**config.mk**
```make
export PLATFORM = sky130hd
export DESIGN_NAME = sram_latch_ctl
export DESIGN_NICKNAME = d
export VERILOG_FILES = /design/src/rtl/sram_latch_ctl_pkg.sv /design/src/rtl/sram_latch_ctl_fsm.sv /design/src/rtl/sram_latch_ctl_dp.sv /design/src/rtl/sram_latch_ctl.sv
export SDC_FILE = /design/constraint.sdc
export NUM_CORES = 1
export LEC_CHECK = 0
export CAP_MARGIN = 20
export CORE_MARGIN = 5
export CORE_UTILIZATION = 61
export CTS_CLUSTER_SIZE = 14
export DETAILED_ROUTE_END_ITERATION = 10
export DONT_BUFFER_PORTS = 1
export GPL_TIMING_DRIVEN = 0
export HOLD_SLACK_MARGIN = 0.03
export PLACE_DENSITY_LB_ADDON = 0.1
export REMOVE_ABC_BUFFERS = 1
export SKIP_CTS_REPAIR_TIMING = 1
export SLEW_MARGIN = 0
export SYNTH_ARGS = -nofsm -noshare
export SYNTH_HDL_FRONTEND = slang
export SYNTH_HIERARCHICAL = 1
export SYNTH_SLANG_ARGS = --single-unit
```
**constraint.sdc**
```tcl
create_clock -name clk -period 2.2 [get_ports clk]
set_input_delay 0 -clock clk [delete_from_list [all_inputs] [get_ports clk]]
set_output_delay 0 -clock clk [all_outputs]
set_load 0.03 [all_outputs]
```
**src/rtl/sram_latch_ctl_pkg.sv**
```systemverilog
package sram_latch_ctl_pkg;

  typedef enum logic [1:0] {
    ST_IDLE,
    ST_SETUP,
    ST_ACTIVE,
    ST_PRECH
  } ctlState_e;

  // Control-to-datapath strobes, one bit per register event.
  typedef struct packed {
    logic load;
    logic ceFall;
    logic ceRise;
    logic weFall;
    logic weRise;
    logic oeOn;
    logic oeOff;
    logic capture;
    logic ack;
  } ctlStrobe_t;

  localparam int T_SETUP  = 0;
  localparam int T_HOLD   = 1;
  localparam int T_ELOW   = 2;
  localparam int T_EHIGH  = 3;
  localparam int T_CYCLE  = 4;
  localparam int T_ACCESS = 5;
  localparam int T_HIZ    = 6;
  localparam int T_WPULSE = 7;
  localparam int T_DSETUP = 8;
  localparam int T_WLEH   = 9;

  function automatic int pick3(input int grade, input int a, input int b, input int c);
    if (grade == 0) return a;
    if (grade == 1) return b;
    return c;
  endfunction

  // Minimum of each timing quantity in ns; grade 0 is the fastest.
  function automatic int gradeNs(input int grade, input int which);
    case (which)
      T_SETUP:  return pick3(grade, 0, 20, 20);
      T_HOLD:   return pick3(grade, 40, 50, 50);
      T_ELOW:   return pick3(grade, 120, 200, 300);
      T_EHIGH:  return pick3(grade, 50, 90, 120);
      T_CYCLE:  return pick3(grade, 170, 290, 420);
      T_ACCESS: return pick3(grade, 120, 220, 300);
      T_HIZ:    return pick3(grade, 50, 80, 100);
      T_WPULSE: return pick3(grade, 120, 200, 300);
      T_DSETUP: return pick3(grade, 50, 120, 200);
      default:  return pick3(grade, 120, 200, 300);
    endcase
  endfunction

  function automatic int imax(input int a, input int b);
    return (a > b) ? a : b;
  endfunction

  function automatic int nsToCyc(input int grade, input int periodNs, input int which);
    return (gradeNs(grade, which) + periodNs - 1) / periodNs;
  endfunction

endpackage

```
**src/rtl/sram_latch_ctl_fsm.sv**
```systemverilog
module sram_latch_ctl_fsm
  import sram_latch_ctl_pkg::*;
#(
  parameter int CNT_W    = 6,
  parameter int SETUP_C  = 1,
  parameter int RD_LOW_C = 16,
  parameter int WR_LOW_C = 15,
  parameter int RD_PRE_C = 7,
  parameter int WR_PRE_C = 7
) (
  input  logic       clk,
  input  logic       rst,
  input  logic       reqValid,
  input  logic       reqWrite,
  output logic       reqReady,
  output ctlStrobe_t strb
);

  ctlState_e        state, stateNext;
  logic [CNT_W-1:0] cnt, cntNext;
  logic             opWr, opWrNext;

  always_comb begin
    stateNext = state;
    cntNext   = cnt;
    opWrNext  = opWr;
    strb      = '0;
    case (state)
      ST_IDLE: begin
        if (reqValid) begin
          strb.load = 1'b1;
          opWrNext  = reqWrite;
          stateNext = ST_SETUP;
          cntNext   = CNT_W'(SETUP_C - 1);
        end
      end
      ST_SETUP: begin
        if (cnt == '0) begin
          strb.ceFall = 1'b1;
          strb.weFall = opWr;
          strb.oeOn   = opWr;
          stateNext   = ST_ACTIVE;
          cntNext     = opWr ? CNT_W'(WR_LOW_C - 1) : CNT_W'(RD_LOW_C - 1);
        end else begin
          cntNext = cnt - 1'b1;
        end
      end
      ST_ACTIVE: begin
        if (cnt == '0) begin
          strb.ceRise  = 1'b1;
          strb.weRise  = opWr;
          strb.capture = !opWr;
          strb.ack     = 1'b1;
          stateNext    = ST_PRECH;
          cntNext      = opWr ? CNT_W'(WR_PRE_C - 1) : CNT_W'(RD_PRE_C - 1);
        end else begin
          cntNext = cnt - 1'b1;
        end
      end
      default: begin
        strb.oeOff = 1'b1;
        if (cnt == '0) stateNext = ST_IDLE;
        else cntNext = cnt - 1'b1;
      end
    endcase
  end

  always_ff @(posedge clk) begin
    if (rst) begin
      state <= ST_IDLE;
      cnt   <= '0;
      opWr  <= 1'b0;
    end else begin
      state <= stateNext;
      cnt   <= cntNext;
      opWr  <= opWrNext;
    end
  end

  assign reqReady = (state == ST_IDLE);

  // once a request is taken the controller is busy next cycle
  assert_busy_after_load_R2: assert property (@(posedge clk) disable iff (rst)
    strb.load |=> !reqReady);

  // completion is a single pulse
  assert_ack_single_R7: assert property (@(posedge clk) disable iff (rst)
    strb.ack |=> !strb.ack);

endmodule

```
**src/rtl/sram_latch_ctl_dp.sv**
```systemverilog
module sram_latch_ctl_dp
  import sram_latch_ctl_pkg::*;
#(
  parameter int ADDR_W     = 10,
  parameter int DATA_W     = 4,
  parameter int CNT_W      = 6,
  parameter int MIN_LOW_C  = 15,
  parameter int MIN_HIGH_C = 7
) (
  input  logic              clk,
  input  logic              rst,
  input  ctlStrobe_t        strb,
  input  logic [ADDR_W-1:0] reqAddr,
  input  logic [DATA_W-1:0] reqWdata,
  input  logic [DATA_W-1:0] memDqIn,
  output logic [ADDR_W-1:0] memAddr,
  output logic              memCeN,
  output logic              memWeN,
  output logic [DATA_W-1:0] memDqOut,
  output logic              memDqOe,
  output logic [DATA_W-1:0] rdData,
  output logic              ack
);

  always_ff @(posedge clk) begin
    if (rst) begin
      memAddr  <= '0;
      memDqOut <= '0;
      rdData   <= '0;
      memCeN   <= 1'b1;
      memWeN   <= 1'b1;
      memDqOe  <= 1'b0;
      ack      <= 1'b0;
    end else begin
      if (strb.load) begin
        memAddr  <= reqAddr;
        memDqOut <= reqWdata;
      end
      if (strb.ceFall)      memCeN <= 1'b0;
      else if (strb.ceRise) memCeN <= 1'b1;
      if (strb.weFall)      memWeN <= 1'b0;
      else if (strb.weRise) memWeN <= 1'b1;
      if (strb.oeOn)        memDqOe <= 1'b1;
      else if (strb.oeOff)  memDqOe <= 1'b0;
      if (strb.capture)     rdData <= memDqIn;
      ack <= strb.ack;
    end
  end

  // Width counters that feed the checks below
  logic [CNT_W-1:0] lowCnt, highCnt;
  always_ff @(posedge clk) begin
    if (rst) begin
      lowCnt  <= '0;
      highCnt <= '1;
    end else begin
      if (!memCeN) begin
        if (lowCnt != '1) lowCnt <= lowCnt + 1'b1;
      end else begin
        lowCnt <= '0;
      end
      if (memCeN) begin
        if (highCnt != '1) highCnt <= highCnt + 1'b1;
      end else begin
        highCnt <= '0;
      end
    end
  end

  assert_addr_setup_R3: assert property (@(posedge clk) disable iff (rst)
    $fell(memCeN) |-> $stable(memAddr));

  assert_addr_hold_R3: assert property (@(posedge clk) disable iff (rst)
    (!memCeN && $past(!memCeN)) |-> $stable(memAddr));

  assert_we_with_ce_R6: assert property (@(posedge clk) disable iff (rst)
    $fell(memWeN) |-> $fell(memCeN));

  assert_we_inside_ce_R6: assert property (@(posedge clk) disable iff (rst)
    !memWeN |-> !memCeN);

  assert_oe_window_R9: assert property (@(posedge clk) disable iff (rst)
    memDqOe |-> (!memWeN || $past(!memWeN)));

  assert_low_width_R4: assert property (@(posedge clk) disable iff (rst)
    $rose(memCeN) |-> (lowCnt >= CNT_W'(MIN_LOW_C)));

  assert_high_width_R8: assert property (@(posedge clk) disable iff (rst)
    $fell(memCeN) |-> (highCnt >= CNT_W'(MIN_HIGH_C)));

  assert_ack_pulse_R5: assert property (@(posedge clk) disable iff (rst)
    ack |=> !ack);

endmodule

```
**src/rtl/sram_latch_ctl.sv**
```systemverilog
module sram_latch_ctl
  import sram_latch_ctl_pkg::*;
#(
  parameter int ADDR_W = 10,
  parameter int DATA_W = 4,
  parameter int CLK_NS = 8,
  parameter int GRADE  = 0
) (
  input  logic              clk,
  input  logic              rst,
  input  logic              reqValid,
  input  logic              reqWrite,
  input  logic [ADDR_W-1:0] reqAddr,
  input  logic [DATA_W-1:0] reqWdata,
  output logic              reqReady,
  output logic              ack,
  output logic [DATA_W-1:0] rdData,
  output logic [ADDR_W-1:0] memAddr,
  output logic              memCeN,
  output logic              memWeN,
  output logic [DATA_W-1:0] memDqOut,
  output logic              memDqOe,
  input  logic [DATA_W-1:0] memDqIn
);

  localparam int SETUP_C  = imax(1, nsToCyc(GRADE, CLK_NS, T_SETUP));
  localparam int HOLD_C   = nsToCyc(GRADE, CLK_NS, T_HOLD);
  localparam int LOW_C    = nsToCyc(GRADE, CLK_NS, T_ELOW);
  localparam int ACC_C    = nsToCyc(GRADE, CLK_NS, T_ACCESS);
  localparam int CYC_C    = nsToCyc(GRADE, CLK_NS, T_CYCLE);
  localparam int HIGH_C   = imax(nsToCyc(GRADE, CLK_NS, T_EHIGH), nsToCyc(GRADE, CLK_NS, T_HIZ));
  localparam int WSIDE_C  = imax(nsToCyc(GRADE, CLK_NS, T_WPULSE),
                            imax(nsToCyc(GRADE, CLK_NS, T_DSETUP), nsToCyc(GRADE, CLK_NS, T_WLEH)));
  localparam int RD_LOW_C = imax(imax(LOW_C, ACC_C + 1), HOLD_C);
  localparam int WR_LOW_C = imax(imax(LOW_C, WSIDE_C), HOLD_C);
  localparam int RD_PRE_C = imax(imax(HIGH_C, CYC_C - RD_LOW_C), 1);
  localparam int WR_PRE_C = imax(imax(HIGH_C, CYC_C - WR_LOW_C), 1);
  localparam int CNT_W    = $clog2(RD_LOW_C + WR_LOW_C + RD_PRE_C + WR_PRE_C + SETUP_C + 2);

  ctlStrobe_t strb;

  sram_latch_ctl_fsm #(
    .CNT_W(CNT_W), .SETUP_C(SETUP_C), .RD_LOW_C(RD_LOW_C), .WR_LOW_C(WR_LOW_C),
    .RD_PRE_C(RD_PRE_C), .WR_PRE_C(WR_PRE_C)
  ) u_fsm (
    .clk(clk), .rst(rst), .reqValid(reqValid), .reqWrite(reqWrite),
    .reqReady(reqReady), .strb(strb)
  );

  sram_latch_ctl_dp #(
    .ADDR_W(ADDR_W), .DATA_W(DATA_W), .CNT_W(CNT_W),
    .MIN_LOW_C(LOW_C), .MIN_HIGH_C(HIGH_C)
  ) u_dp (
    .clk(clk), .rst(rst), .strb(strb), .reqAddr(reqAddr), .reqWdata(reqWdata),
    .memDqIn(memDqIn), .memAddr(memAddr), .memCeN(memCeN), .memWeN(memWeN),
    .memDqOut(memDqOut), .memDqOe(memDqOe), .rdData(rdData), .ack(ack)
  );

endmodule

```
==> out/results.tsv, run 1 <==
metric	value	unit
synth_edf_count	0	
cts_buffer_depth	2	
maxSlewViolCount	0	
ir_worst_vdd	1.23	mV
slew-limit-headroom	66.5	%
post-place-ws	-0.0188	ns
area_delta_synth_final	18.8	%
cts_buffers	5	
drt_wl_total	3380	um
placement_rows	17	
p_int	1400	uW
start_util	65.6	%
total_power	2570	uW
dp_hpwl	2100	um
setup_viol	0	
dr_total_vias	1213	
layout-drive-gt1-share	9.29	%
die_y	59.3	um
reg2reg_to	u_dp/rdData[0]	
grt_antenna_before_repair	0	
reg2reg_slack	0.1	ns
max_stage_delay	0.47	ns
hold_class	in2reg	
cts-root-buf	clkbuf_4	
syn_area_per_cell	9.14	um2
final_core_util	78.0	%
syn_inst	162	
switching_share	45.4	%
crit_buf_inv	1	
leakage	0.000707	uW
ys_warn_count	6	
synth_cell_types	36	
synthFlopType	dfxtp_1	
placed_area	1450	um2
cp.depth	7	
crit_required	2.42	ns
p_comb_share	48.2	%
path_max_fanout	8	
clock_sinks	31	
dp.cells	181	
port_buffers	0	
hold_viol_final	0	
fp.dieArea	3510	um2
p_switching	1160	uW
crit_chain	inv_1 -> ha_1 -> nor4b_4 -> nand2_4 -> nor3_2 -> mux2i_1 -> nor2_1	
max_cap_viol_count	0	
critPathSlowestCell	nor4b_4	
run_status	completed	
syn-cell-area	1480	um2
cts_tree	built	
worstReg2RegStart	u_fsm/cnt[0]	
most-common-layout-cells	31 x dfxtp_1, 29 x nor2_1, 21 x dlygate4sd3_1, 19 x mux2i_1, 14 x a21oi_1	
cp-endpoint	u_dp/rdData[0]	
detail-route-antenna-nets	0	
io_pins	45	
start_kind	flop	
pwr-share-seq	37.0	%
drtPass1Iterations	4	
die_w	59.3	um
setup_ws	0.0995	ns
seq_area_frac_synth	41.9	%
fin_worst_skew	0.00586	ns
p_per_area	1460	nW/um2
ys_seq_elements	31	
post_drt_wl_per_cell	16.0	um
grt_pass1_wl	4580	um
grt_max_degree	34	
htree_num_levels	2	
remaining_drc_errors	0	
arrival	2.32	ns
end_kind	flop	
critical_path_class	reg2reg	
fin_cells	211	
insertion_delay	0.33	ns
fmax	476	MHz
place.gp.congestion	0.896	
gr-total-overflow	0	
fin_crit_sh	95.5	%
grt_usage	17.0	%
crit_start	u_fsm/cnt[0]	
fin_area	1760	um2
tightest_slew	0.500	ns
n_antenna_cell	0	
coreArea	2250	um2
clkSlewWorstSetupHoldPaths	0.10	ns
crit_family	simple AND/OR/NAND/NOR gates	
grt_pass1_vias	1069	
reg2reg_depth	7	
final_common_cell	dfxtp_1	
drt-initial-drc-count	40	
fin_nets	209	
finalCriticalPeriod	2.10	ns
viasPerCell	5.75	
ys_async_sr_fraction	0	%
clock_power_share	14.7	%
==> area by class of cell <==
cell class / instances / area, um2
inverter: 9 / 37.5
clock buffer: 7 / 65.1
clock inverter: 1 / 7.51
timing repair buffer: 22 / 230
multi-input combinational: 113 / 762
fill: 157 / 497
tap: 28 / 35.0
sequential: 31 / 621
==> metrics by stage <==
step,TNS [ns],hold slack (ns)
2_1_floorplan,0,0.0691
5_1_grt,-0.0863,0.0393
3_3_place_gp,0,0.0725
6_report,0,0.0182
3_5_place_dp,-0.0423,0.0756
4_1_cts,-0.130,-0.285
==> synth_stat cells (2+ instances only) <==
cell       n  area share [%]
dfxtp_1   31              42
mux2i_1   19              13
buf_2      2            0.68
nand2_1    5             1.3
ha_1       5             4.2
clkbuf_1   2            0.51
buf_4      2             1.0
nor3_1     5             1.7
and3_1     3             1.3
o21bai_1   2             1.0
inv_1      9             2.3
o21ai_0    6             2.0
nor2b_1    2            0.85
nand3_1    3             1.0
nand2b_1   4             1.7
nor2_1    29             7.4
a21oi_1   14             4.7
==> worst register-to-register path, cell delays in order (launching register included) <==
cell and delay, ns:
dfxtp_1 0.36, inv_1 0.09, ha_1 0.23, nor4b_4 0.47
nand2_4 0.13, nor3_2 0.38, mux2i_1 0.27, nor2_1 0.07
==> kinds of logic (layout without fill, tap and decap cells) <==
family                     Yosys count  after routing  share of synthesized area [%]
buffers and inverters               18             39                           6.93
DFF                                 31             31                           41.9
adders and majority gates            5              5                           4.23
muxes                               19             19                           12.8
AOI/OAI and AO/OA                   31             31                           13.2
xor gates and xnor gates             1              1                          0.592
and+or+nand+nor                     57             57                           20.3
==> metal layers <==
| layer | up-vias | share of wire, % | GRT usage, % |
|---|---|---|---|
| met5 | - | 0 | 0 |
| met4 | 0 | 1.1 | 5.83 |
| met3 | 7 | 9.9 | 9.59 |
| met2 | 52 | 49 | 26.2 |
| met1 | 550 | 40 | 19.5 |
| li1 | 604 | - | - |
==> power groups by stage <==
stage / logic [uW] / clock network (uW) / registers [uW]
global route: 1370 / 416 / 972
detailed placement: 1150 / 0 / 963
floorplan: 980 / 0 / 929
global placement: 1130 / 0 / 957
finish: 1240 / 377 / 951
CTS: 1160 / 391 / 950
==> worst min path at each step <==
| stage | to | startpoint | cells past startpoint | slack (ns) |
|---|---|---|---|---|
| floorplan | u_dp/memDqOe | rst | 1 | 0.07 |
| global placement | u_fsm/opWr | rst | 1 | 0.07 |
| detailed placement | u_fsm/cnt[4] | rst | 1 | 0.08 |
| CTS | u_dp/memAddr[9] | rst | 1 | -0.28 |
| global route | u_fsm/cnt[3] | reqValid | 3 | 0.04 |
| finish | u_fsm/cnt[3] | reqValid | 3 | 0.02 |
==> flip-flops by register name, summed over array words and instances (netlist names) <==
name and cells:
u_dp/memDqOut 4, u_fsm/opWr 1, u_dp/memDqOe 1, u_dp/memAddr 10
u_dp/ack 1, u_dp/rdData 4, u_dp/memCeN 1, u_fsm/state 2
u_fsm/cnt 6, u_dp/memWeN 1
(Power assumes the default switching activity.)
==> inputs of run 2 (changes only) <==
--- a/config.mk
+++ b/config.mk
@@ -14,7 +14,6 @@
 export GPL_TIMING_DRIVEN = 0
 export HOLD_SLACK_MARGIN = 0.03
 export PLACE_DENSITY_LB_ADDON = 0.1
-export REMOVE_ABC_BUFFERS = 1
 export SKIP_CTS_REPAIR_TIMING = 1
 export SLEW_MARGIN = 0
 export SYNTH_ARGS = -nofsm -noshare
==> out/results.tsv, run 2 (same netlist as run 1, synthesis figures left out) <==
metric	value	unit
placed_area	1520	um2
grt_antenna_before_repair	0	
run_status	completed	
slew-limit-headroom	66.2	%
viasPerCell	5.72	
placement_rows	17	
io_pins	45	
cp-endpoint	u_fsm/opWr	
max_cap_viol_count	0	
port_buffers	0	
place.gp.congestion	0.881	
n_antenna_cell	0	
max_stage_delay	0.56	ns
clkSlewWorstSetupHoldPaths	0.09	ns
final_common_cell	dfxtp_1	
setup_viol	0	
area_delta_synth_final	23.1	%
grt_usage	19.4	%
insertion_delay	0.33	ns
total_power	2760	uW
gr-total-overflow	0	
reg_top3	u_dp/memAddr (10), u_fsm/cnt (6)	
path_max_fanout	8	
cts_buffers	5	
layout-drive-gt1-share	10.9	%
arrival	2.32	ns
finalCriticalPeriod	2.05	ns
reg2reg_depth	7	
leakage	0.000756	uW
reg2reg_slack	0.15	ns
die_w	59.3	um
fp.dieArea	3510	um2
reg2reg_to	u_fsm/opWr	
fin_worst_skew	0.00632	ns
maxSlewViolCount	0	
critPathSlowestCell	dlygate4sd3_1	
remaining_drc_errors	0	
hold_viol_final	0	
crit_chain	inv_1 -> ha_1 -> nand2_1 -> inv_1 -> nand2_1 -> dlygate4sd3_1 -> a21oi_1	
crit_required	2.46	ns
drtPass1Iterations	4	
htree_num_levels	2	
clock_sinks	31	
top_register	u_dp/memAddr	
grt_pass1_wl	5120	um
detail-route-antenna-nets	0	
critical_path_class	reg2reg	
cp.depth	7	
syn-num-nets	189	
multi_input_area	757	um2
crit_family	buffers and inverters	
whs	0.0152	ns
start_util	65.6	%
end_kind	flop	
regArea	621	um2
grt_pass1_vias	1161	
fin_cells	221	
cts_tree	built	
drt-initial-drc-count	45	
coreArea	2250	um2
n_fill_cell	162	
most-common-layout-cells	31 x dfxtp_1, 29 x nor2_1, 22 x dlygate4sd3_1, 19 x mux2i_1, 14 x a21oi_1	
dp_hpwl	2480	um
die_y	59.3	um
setup_tns	0	ns
drt_wl_total	3730	um
crit_start	u_fsm/state[0]	
grt_max_degree	11	
fmax	487	MHz
tightest_slew	0.507	ns
fin_nets	220	
worstReg2RegStart	u_fsm/state[0]	
hold_class	in2reg	
dr_total_vias	1264	
p_per_area	1520	nW/um2
fin_crit_sh	93.3	%
ir_worst_vdd	1.38	mV
crit_buf_inv	3	
start_kind	flop	
post_drt_wl_per_cell	16.9	um
fin_area	1820	um2
cts_buffer_depth	2	
rsz0062_at_grt	false	
dp.cells	190	
cts-root-buf	clkbuf_4	
largest_reg_flops	10	
==> run 2: cell count changes in the layout (fill, tap and decap cells not counted) <==
cell	before	now
buf_2	0	2
buf_4	0	4
buf_6	0	1
bufinv_16	0	1
clkbuf_1	0	3
clkbuf_2	0	1
clkbuf_8	2	0
clkinvlp_4	2	0
dlygate4sd3_1	21	22
inv_1	8	9
nor3_1	4	5
nor3_2	1	0
==> run 2: cell type report <==
type | count | share of cell area (%)
multi-input cells | 113 | 41.6
repair buffers | 24 | 12.9
clock inverters | 1 | 1.65
inverters | 9 | 1.85
plain buffers | 9 | 3.78
well taps | 28 | 1.92
flip-flops and latches | 31 | 34.1
clock buffers | 6 | 2.27
==> run 2: tightest hold or removal path: cells and delay by family <==
family / cells / cell delay [ns]
compound gates: 2 / 0.23
simple gates: 1 / 0.07
==> run 2: layer usage <==
metal  up-vias  global-route usage, %  wire length [um]
met3         8                   9.15               316
li1        620                      -                 -
met5         -                      0                 0
met2        54                   32.0              1950
met1       582                   20.7              1400
met4         0                   9.06                65
==> run 2: worst min-delay path by stage <==
stage / from / cells past startpoint / slack [ns] / endpoint
after floorplan: rst / 1 / 0.07 / u_dp/ack
after global placement: rst / 1 / 0.07 / u_dp/ack
after detailed placement: rst / 1 / 0.08 / u_dp/ack
after CTS: rst / 1 / -0.27 / u_dp/ack
after global routing: reqValid / 3 / 0.05 / u_fsm/cnt[3]
final: reqValid / 3 / 0.02 / u_fsm/cnt[5]
==> run 2: power by group <==
group / internal [uW] / switching, uW
Sequential: 690 / 265
Combinational: 628 / 758
Clock: 234 / 188
==> run 2: per-stage QoR <==
step	setup WS (ns)	utilization [%]
floorplan	0.462	-
CTS	0.116	70.4
global placement	0.246	67.2
detailed placement	0.147	67.2
finish	0.147	80.8
global route	0.0132	80.8
